[config.mk]
export PLATFORM = sky130hd
export DESIGN_NAME = exc_entry_top
export DESIGN_NICKNAME = d
export VERILOG_FILES = /design/src/rtl/exc_entry_pkg.sv /design/src/rtl/exc_entry_ctrl.sv /design/src/rtl/exc_entry_dp.sv /design/src/rtl/exc_entry_top.sv
export SDC_FILE = /design/constraint.sdc
export NUM_CORES = 1
export LEC_CHECK = 0
export ABC_AREA = 0
export BUFFER_PORTS_ARGS = -buffer_cell sky130_fd_sc_hd__buf_4
export CORE_ASPECT_RATIO = 1.2
export CORE_MARGIN = 1
export CORE_UTILIZATION = 46
export CTS_BUF_LIST = sky130_fd_sc_hd__clkbuf_8
export CTS_CLUSTER_DIAMETER = 150
export DETAILED_ROUTE_END_ITERATION = 7
export PLACE_DENSITY_LB_ADDON = 0.25
export SETUP_SLACK_MARGIN = 0.5
export SYNTH_ARGS = -nofsm -noshare
export SYNTH_HDL_FRONTEND = slang
export SYNTH_SLANG_ARGS = --single-unit
[constraint.sdc]
create_clock -name clk -period 3.6 [get_ports clk]
set_input_delay 0.72 -clock clk [delete_from_list [all_inputs] [get_ports clk]]
set_output_delay 0.72 -clock clk [all_outputs]
set_load 0.01 [all_outputs]
[src/rtl/exc_entry_pkg.sv]
package exc_entry_pkg;
  // Status word bit positions the entry logic reads and writes
  localparam int SR_FD = 15;
  localparam int SR_BL = 28;
  localparam int SR_RB = 29;
  localparam int SR_MD = 30;
  localparam int SR_IM_LO = 4;
  localparam int IM_W = 4;

  typedef enum logic [1:0] {
    VEC_RESET,
    VEC_TLB,
    VEC_GEN,
    VEC_IRQ
  } vecSel_e;

  // Strobes from control to datapath
  typedef struct packed {
    logic    load;
    logic    isExc;
    logic    rstReq;
    vecSel_e vecSel;
    logic    dsAdj;
    logic    trapaAdj;
  } strobe_t;
endpackage

[src/rtl/exc_entry_ctrl.sv]
module exc_entry_ctrl
  import exc_entry_pkg::*;
#(
  parameter int EVT_W = 12
) (
  input  logic             excValid,
  input  logic [EVT_W-1:0] excCode,
  input  logic             irqReq,
  input  logic             irqVecValid,
  input  logic             srBl,
  input  logic             sleeping,
  input  logic             delaySlot,
  output strobe_t          strb
);
  localparam logic [EVT_W-1:0] CODE_PWR   = EVT_W'('h000);
  localparam logic [EVT_W-1:0] CODE_MAN   = EVT_W'('h020);
  localparam logic [EVT_W-1:0] CODE_MULT  = EVT_W'('h140);
  localparam logic [EVT_W-1:0] CODE_RMISS = EVT_W'('h040);
  localparam logic [EVT_W-1:0] CODE_WMISS = EVT_W'('h060);
  localparam logic [EVT_W-1:0] CODE_TRAP  = EVT_W'('h160);
  localparam logic [EVT_W-1:0] CODE_BLOK  = EVT_W'('h1E0);

  logic excBlocked;
  logic irqAccept;

  assign excBlocked = srBl && (excCode != CODE_BLOK);
  assign irqAccept  = irqReq && !delaySlot && (!srBl || sleeping) && irqVecValid;

  always_comb begin
    strb = '0;
    strb.vecSel = VEC_GEN;
    if (excValid) begin
      if (excBlocked) begin
        strb.rstReq = 1'b1;
      end else begin
        strb.load  = 1'b1;
        strb.isExc = 1'b1;
        strb.dsAdj = delaySlot;
        unique case (excCode)
          CODE_PWR, CODE_MAN, CODE_MULT: strb.vecSel = VEC_RESET;
          CODE_RMISS, CODE_WMISS:        strb.vecSel = VEC_TLB;
          CODE_TRAP: begin
            strb.vecSel   = VEC_GEN;
            strb.trapaAdj = 1'b1;
          end
          default:                       strb.vecSel = VEC_GEN;
        endcase
      end
    end else if (irqAccept) begin
      strb.load   = 1'b1;
      strb.vecSel = VEC_IRQ;
    end
  end
endmodule

[src/rtl/exc_entry_dp.sv]
module exc_entry_dp
  import exc_entry_pkg::*;
#(
  parameter int DATA_W = 32,
  parameter int EVT_W = 12,
  parameter logic [DATA_W-1:0] RESET_PC = 'hA000_0000,
  parameter logic [DATA_W-1:0] TLB_OFF = 'h400,
  parameter logic [DATA_W-1:0] GEN_OFF = 'h100,
  parameter logic [DATA_W-1:0] IRQ_OFF = 'h600
) (
  input  logic              clk,
  input  logic              rstN,
  input  strobe_t           strb,
  input  logic [EVT_W-1:0]  excCode,
  input  logic [EVT_W-1:0]  irqVec,
  input  logic [DATA_W-1:0] srIn,
  input  logic [DATA_W-1:0] pcIn,
  input  logic [DATA_W-1:0] r15In,
  input  logic [DATA_W-1:0] vbrIn,
  output logic              taken,
  output logic              resetReq,
  output logic              dsClear,
  output logic [DATA_W-1:0] srOut,
  output logic [DATA_W-1:0] ssrOut,
  output logic [DATA_W-1:0] spcOut,
  output logic [DATA_W-1:0] sgrOut,
  output logic [EVT_W-1:0]  expevtOut,
  output logic [EVT_W-1:0]  intevtOut,
  output logic [DATA_W-1:0] pcOut
);
  localparam logic [DATA_W-1:0] ENTRY_SET =
    (DATA_W'(1) << SR_BL) | (DATA_W'(1) << SR_RB) | (DATA_W'(1) << SR_MD);
  localparam logic [DATA_W-1:0] IM_FIELD = DATA_W'(((1 << IM_W) - 1) << SR_IM_LO);
  localparam logic [DATA_W-1:0] SR_RESET = ENTRY_SET | IM_FIELD;
  localparam logic [DATA_W-1:0] TWO = DATA_W'(2);

  logic [DATA_W-1:0] srNext;
  logic [DATA_W-1:0] pcNext;
  logic [DATA_W-1:0] spcNext;

  always_comb begin
    srNext = srIn | ENTRY_SET;
    if (strb.vecSel == VEC_RESET) begin
      srNext[SR_FD] = 1'b0;
      srNext = srNext | IM_FIELD;
    end
  end

  always_comb begin
    unique case (strb.vecSel)
      VEC_RESET: pcNext = RESET_PC;
      VEC_TLB:   pcNext = vbrIn + TLB_OFF;
      VEC_GEN:   pcNext = vbrIn + GEN_OFF;
      default:   pcNext = vbrIn + IRQ_OFF;
    endcase
  end

  always_comb begin
    spcNext = pcIn;
    if (strb.dsAdj) spcNext = spcNext - TWO;
    if (strb.trapaAdj) spcNext = spcNext + TWO;
  end

  always_ff @(posedge clk) begin
    if (!rstN) begin
      taken     <= 1'b0;
      resetReq  <= 1'b0;
      dsClear   <= 1'b0;
      srOut     <= SR_RESET;
      ssrOut    <= '0;
      spcOut    <= '0;
      sgrOut    <= '0;
      expevtOut <= '0;
      intevtOut <= '0;
      pcOut     <= RESET_PC;
    end else begin
      taken    <= strb.load;
      resetReq <= strb.rstReq;
      dsClear  <= strb.load && strb.dsAdj;
      if (strb.load) begin
        srOut  <= srNext;
        ssrOut <= srIn;
        spcOut <= spcNext;
        sgrOut <= r15In;
        pcOut  <= pcNext;
        if (strb.isExc) expevtOut <= excCode;
        else            intevtOut <= irqVec;
      end
    end
  end
endmodule

[src/rtl/exc_entry_top.sv]
module exc_entry_top
  import exc_entry_pkg::*;
#(
  parameter int DATA_W = 32,
  parameter int EVT_W = 12,
  parameter logic [DATA_W-1:0] RESET_PC = 'hA000_0000,
  parameter logic [DATA_W-1:0] TLB_OFF = 'h400,
  parameter logic [DATA_W-1:0] GEN_OFF = 'h100,
  parameter logic [DATA_W-1:0] IRQ_OFF = 'h600
) (
  input  logic              clk,
  input  logic              rstN,
  input  logic              excValid,
  input  logic [EVT_W-1:0]  excCode,
  input  logic              irqReq,
  input  logic              irqVecValid,
  input  logic [EVT_W-1:0]  irqVec,
  output logic [IM_W-1:0]   irqMask,
  input  logic [DATA_W-1:0] srIn,
  input  logic [DATA_W-1:0] pcIn,
  input  logic [DATA_W-1:0] r15In,
  input  logic [DATA_W-1:0] vbrIn,
  input  logic              delaySlot,
  input  logic              sleeping,
  output logic              taken,
  output logic              resetReq,
  output logic              dsClear,
  output logic [DATA_W-1:0] srOut,
  output logic [DATA_W-1:0] ssrOut,
  output logic [DATA_W-1:0] spcOut,
  output logic [DATA_W-1:0] sgrOut,
  output logic [EVT_W-1:0]  expevtOut,
  output logic [EVT_W-1:0]  intevtOut,
  output logic [DATA_W-1:0] pcOut
);
  strobe_t strb;

  assign irqMask = srIn[SR_IM_LO +: IM_W];

  exc_entry_ctrl #(.EVT_W(EVT_W)) u_ctrl (
    .excValid   (excValid),
    .excCode    (excCode),
    .irqReq     (irqReq),
    .irqVecValid(irqVecValid),
    .srBl       (srIn[SR_BL]),
    .sleeping   (sleeping),
    .delaySlot  (delaySlot),
    .strb       (strb)
  );

  exc_entry_dp #(
    .DATA_W(DATA_W), .EVT_W(EVT_W), .RESET_PC(RESET_PC),
    .TLB_OFF(TLB_OFF), .GEN_OFF(GEN_OFF), .IRQ_OFF(IRQ_OFF)
  ) u_dp (
    .clk      (clk),
    .rstN     (rstN),
    .strb     (strb),
    .excCode  (excCode),
    .irqVec   (irqVec),
    .srIn     (srIn),
    .pcIn     (pcIn),
    .r15In    (r15In),
    .vbrIn    (vbrIn),
    .taken    (taken),
    .resetReq (resetReq),
    .dsClear  (dsClear),
    .srOut    (srOut),
    .ssrOut   (ssrOut),
    .spcOut   (spcOut),
    .sgrOut   (sgrOut),
    .expevtOut(expevtOut),
    .intevtOut(intevtOut),
    .pcOut    (pcOut)
  );
endmodule

==> impl_metrics.ini <==
[setup_path]
crit_family = simple AND/OR/NAND/NOR gates
slowest_stage = or4_4
required_ns = 3.97
max_stage_delay_ns = 0.59
path_cells = buf_6 -> or4_4 -> o31ai_4 -> nand2_4 -> xnor2_4 -> ha_4 -> nand3_4 -> a211oi_4 -> o221ai_4 -> nor4_1 -> nand4_1 -> xnor2_1 -> o21ai_1
r2r_cells = 2
crit_cells = 13
start_kind = primary input
critPathCaptureType = register
critPathKind = primary input to register
rrSetupSlack_ns = 2.67
reg2reg_to = u_dp.spcOut[25]$_SDFFE_PN0N_
path_max_fanout = 5
arrival_ns = 3.51
rr_startpoint = u_dp.spcOut[25]$_SDFFE_PN0N_
cp_num_buf_inv = 1

[sta]
maxSlewViolCount = 0
rsz0062_at_grt = yes
setup_viol = 0
fin_skew_ns = 0
worst_pin_slew_ns = 1.01
finalHoldViolCount = 0
hold_ws_ns = 0.451
fmax_mhz = 318
relSlewSlack_pct = 32.7
post-route-period-util_pct = 87.4
min_period_ns = 3.15

[detailed_routing]
first_iter_violations = 592
vias = 10100
drt-total-wl_mm = 32.7
route.detailed.drc = 0
vias_per_cell = 5.61
drtPass1Iterations = 5
wl_per_cell_um = 18.2
drtAntennaViolNets = 0

[placed_design]
globalplace.congestion = 0.972
hpwl_mm = 24.7
io_buffers = 346

[min_path]
hp-class = register to register
min_to = u_dp.spcOut[15]$_SDFFE_PN0N_
hold_depth = 2
hp-start = u_dp.spcOut[15]$_SDFFE_PN0N_

[grt]
grt_util_all_layers_pct = 31.6
overflow = 0
first_global_vias = 9351
grt_max_degree = 93
grt_pass1_wl_mm = 49.3
antenna_found_initial = 0

[clock_tree]
clk_latency_ns = 0.47
tritoncts.num_buffers = 17
cts_tree = built
cts-root-buf = clkbuf_8
htree_num_levels = 4
clk_pin_slew_ns = 0.10
clk_path_buf_depth = 2
cts.sinks = 160

[yosys]
synthArstFlopShare_pct = 0
synth_edf_count = 0
avgSynthCellArea_um2 = 7.63
synth_area_um2 = 9040
syn_inst = 1185
ys_ff_latch = 160
ys_seq_area_share_pct = 35.4
yosysWarnings = 0
ys_types = 83
synth_ff_type = dfxtp_1

[pwr]
clock_power_share_pct = 32.9
switching_power_uw = 1350
p_seq_share_pct = 45.4
swShare_pct = 31.8
power_density_nw_per_um2 = 328
pwr-share-comb_pct = 21.7
peakVddDrop_uv = 209
p_int_uw = 2890
total_power_uw = 4240
p_leak_uw = 0.00552

[finish]
multi_input_area_um2 = 5640
finalNetCount = 1693
final_common_cell = buf_4
synthToLayoutAreaGrowth_pct = 43.1
antenna_cells = 0
layout_common_cells = buf_4, nand2_1, dfxtp_1
drive_gt1_share_pct = 34.7
regArea_um2 = 3200
fill_cells = 1665

[status]
status = finished clean

[die]
die-width_um = 130
start_util_pct = 47.4
die_area_um2 = 20200
die_h_um = 156
rows = 55
io_pins = 350
core_um2 = 19100

[job]
maxCapViolations = 0
-- worst register-to-register path, delay by kind of cell, from the launching register on --
kind,cells,cell delay (ns)
compound gates,2,0.48
flops,1,0.35
-- worst max-delay path by stage --
stage | startpoint | endpoint | slack [ns]
final | excCode[3] | u_dp.spcOut[31]$_SDFFE_PN0N_ | 0.45
after global routing | excCode[3] | u_dp.spcOut[31]$_SDFFE_PN0N_ | 0.33
after CTS | excCode[10] | u_dp.spcOut[28]$_SDFFE_PN0N_ | 0.49
after detailed placement | excCode[11] | u_dp.spcOut[21]$_SDFFE_PN0N_ | -0.07
after global placement | excCode[11] | u_dp.spcOut[21]$_SDFFE_PN0N_ | -0.02
after floorplan | excCode[11] | u_dp.spcOut[25]$_SDFFE_PN0N_ | 0.09
-- timing repair --
item / in CTS / in global routing
setup buffers: 0 / 3
hold buffers: 0 / 0
setup endpoints to repair: 12 / 39
pin swaps: 2 / 14
gates resized for setup: 6 / 52
-- sequential cells by signal (all words and copies together), names as in the netlist --
signal and cells:
u_dp.srOut 5, u_dp.dsClear 1, u_dp.sgrOut 32, u_dp.expevtOut 12, u_dp.pcOut 32, u_dp.resetReq 1, u_dp.intevtOut 12, u_dp.taken 1
u_dp.spcOut 32, u_dp.ssrOut 32
-- area by class of cell --
cell class                 instances  area share [%]
multi-input combinational        904            43.6
timing repair buffer             430            25.6
sequential                       160            24.8
tap                              256            2.48
clock buffer                      17            1.81
clock inverter                    15            1.34
inverter                          14           0.406
-- power by group through the flow --
stage	clock, uW	sequential [uW]	combinational, uW
after detailed placement	0	1960	887
after floorplan	0	2000	379
after CTS	1420	1920	893
after global routing	1490	1940	989
after global placement	0	1960	877
final	1400	1920	919
-- kinds of logic (layout without fill, tap and decap cells) --
logic type	after synthesis	in the layout	share of synthesized area, %
buf+inv	123	476	6.42
fa+ha+maj	7	7	0.969
other cells	1	3	0.0415
xor+xnor	54	54	5.23
simple gates	513	513	26.1
compound gates	316	316	24.5
flops	160	160	35.4
mux	11	11	1.25
-- cells in the mapped netlist, types with 18 or more instances --
cell type / n / area share (%)
nand2_1: 267 / 11
dfxtp_1: 160 / 35
a21boi_0: 91 / 7.6
clkbuf_1: 74 / 3.1
nor2_1: 65 / 2.7
o21ai_0: 57 / 3.2
nand3_1: 46 / 2.5
xnor2_1: 41 / 4.0
a21oi_1: 40 / 2.2
nor3_1: 33 / 1.8
buf_4: 31 / 2.6
o21ai_1: 18 / 1.0
-- metal layers --
layer	global-route usage, %	vias up	wire (um)
met4	18.2	0	1550
met5	0	-	0
met3	6.10	103	2420
li1	-	4829	-
met2	55.4	463	16300
met1	35.5	4673	12400
-- stage by stage --
| step | TNS (ns) | util, % | instances | setup WS (ns) | area [um2] |
|---|---|---|---|---|---|
| floorplan | 0 | - | 1187 | 0.0853 | 9170 |
| global placement | -0.0269 | 64.1 | 1761 | -0.0188 | 12200 |
| detailed placement | -0.203 | 64.1 | 1761 | -0.0738 | 12200 |
| CTS | 0 | 66.4 | 1793 | 0.486 | 12700 |
| global route | 0 | 67.9 | 1796 | 0.328 | 12900 |
| finish | 0 | 67.9 | 1796 | 0.454 | 12900 |
Note: power is estimated with default switching activity, not from simulation.
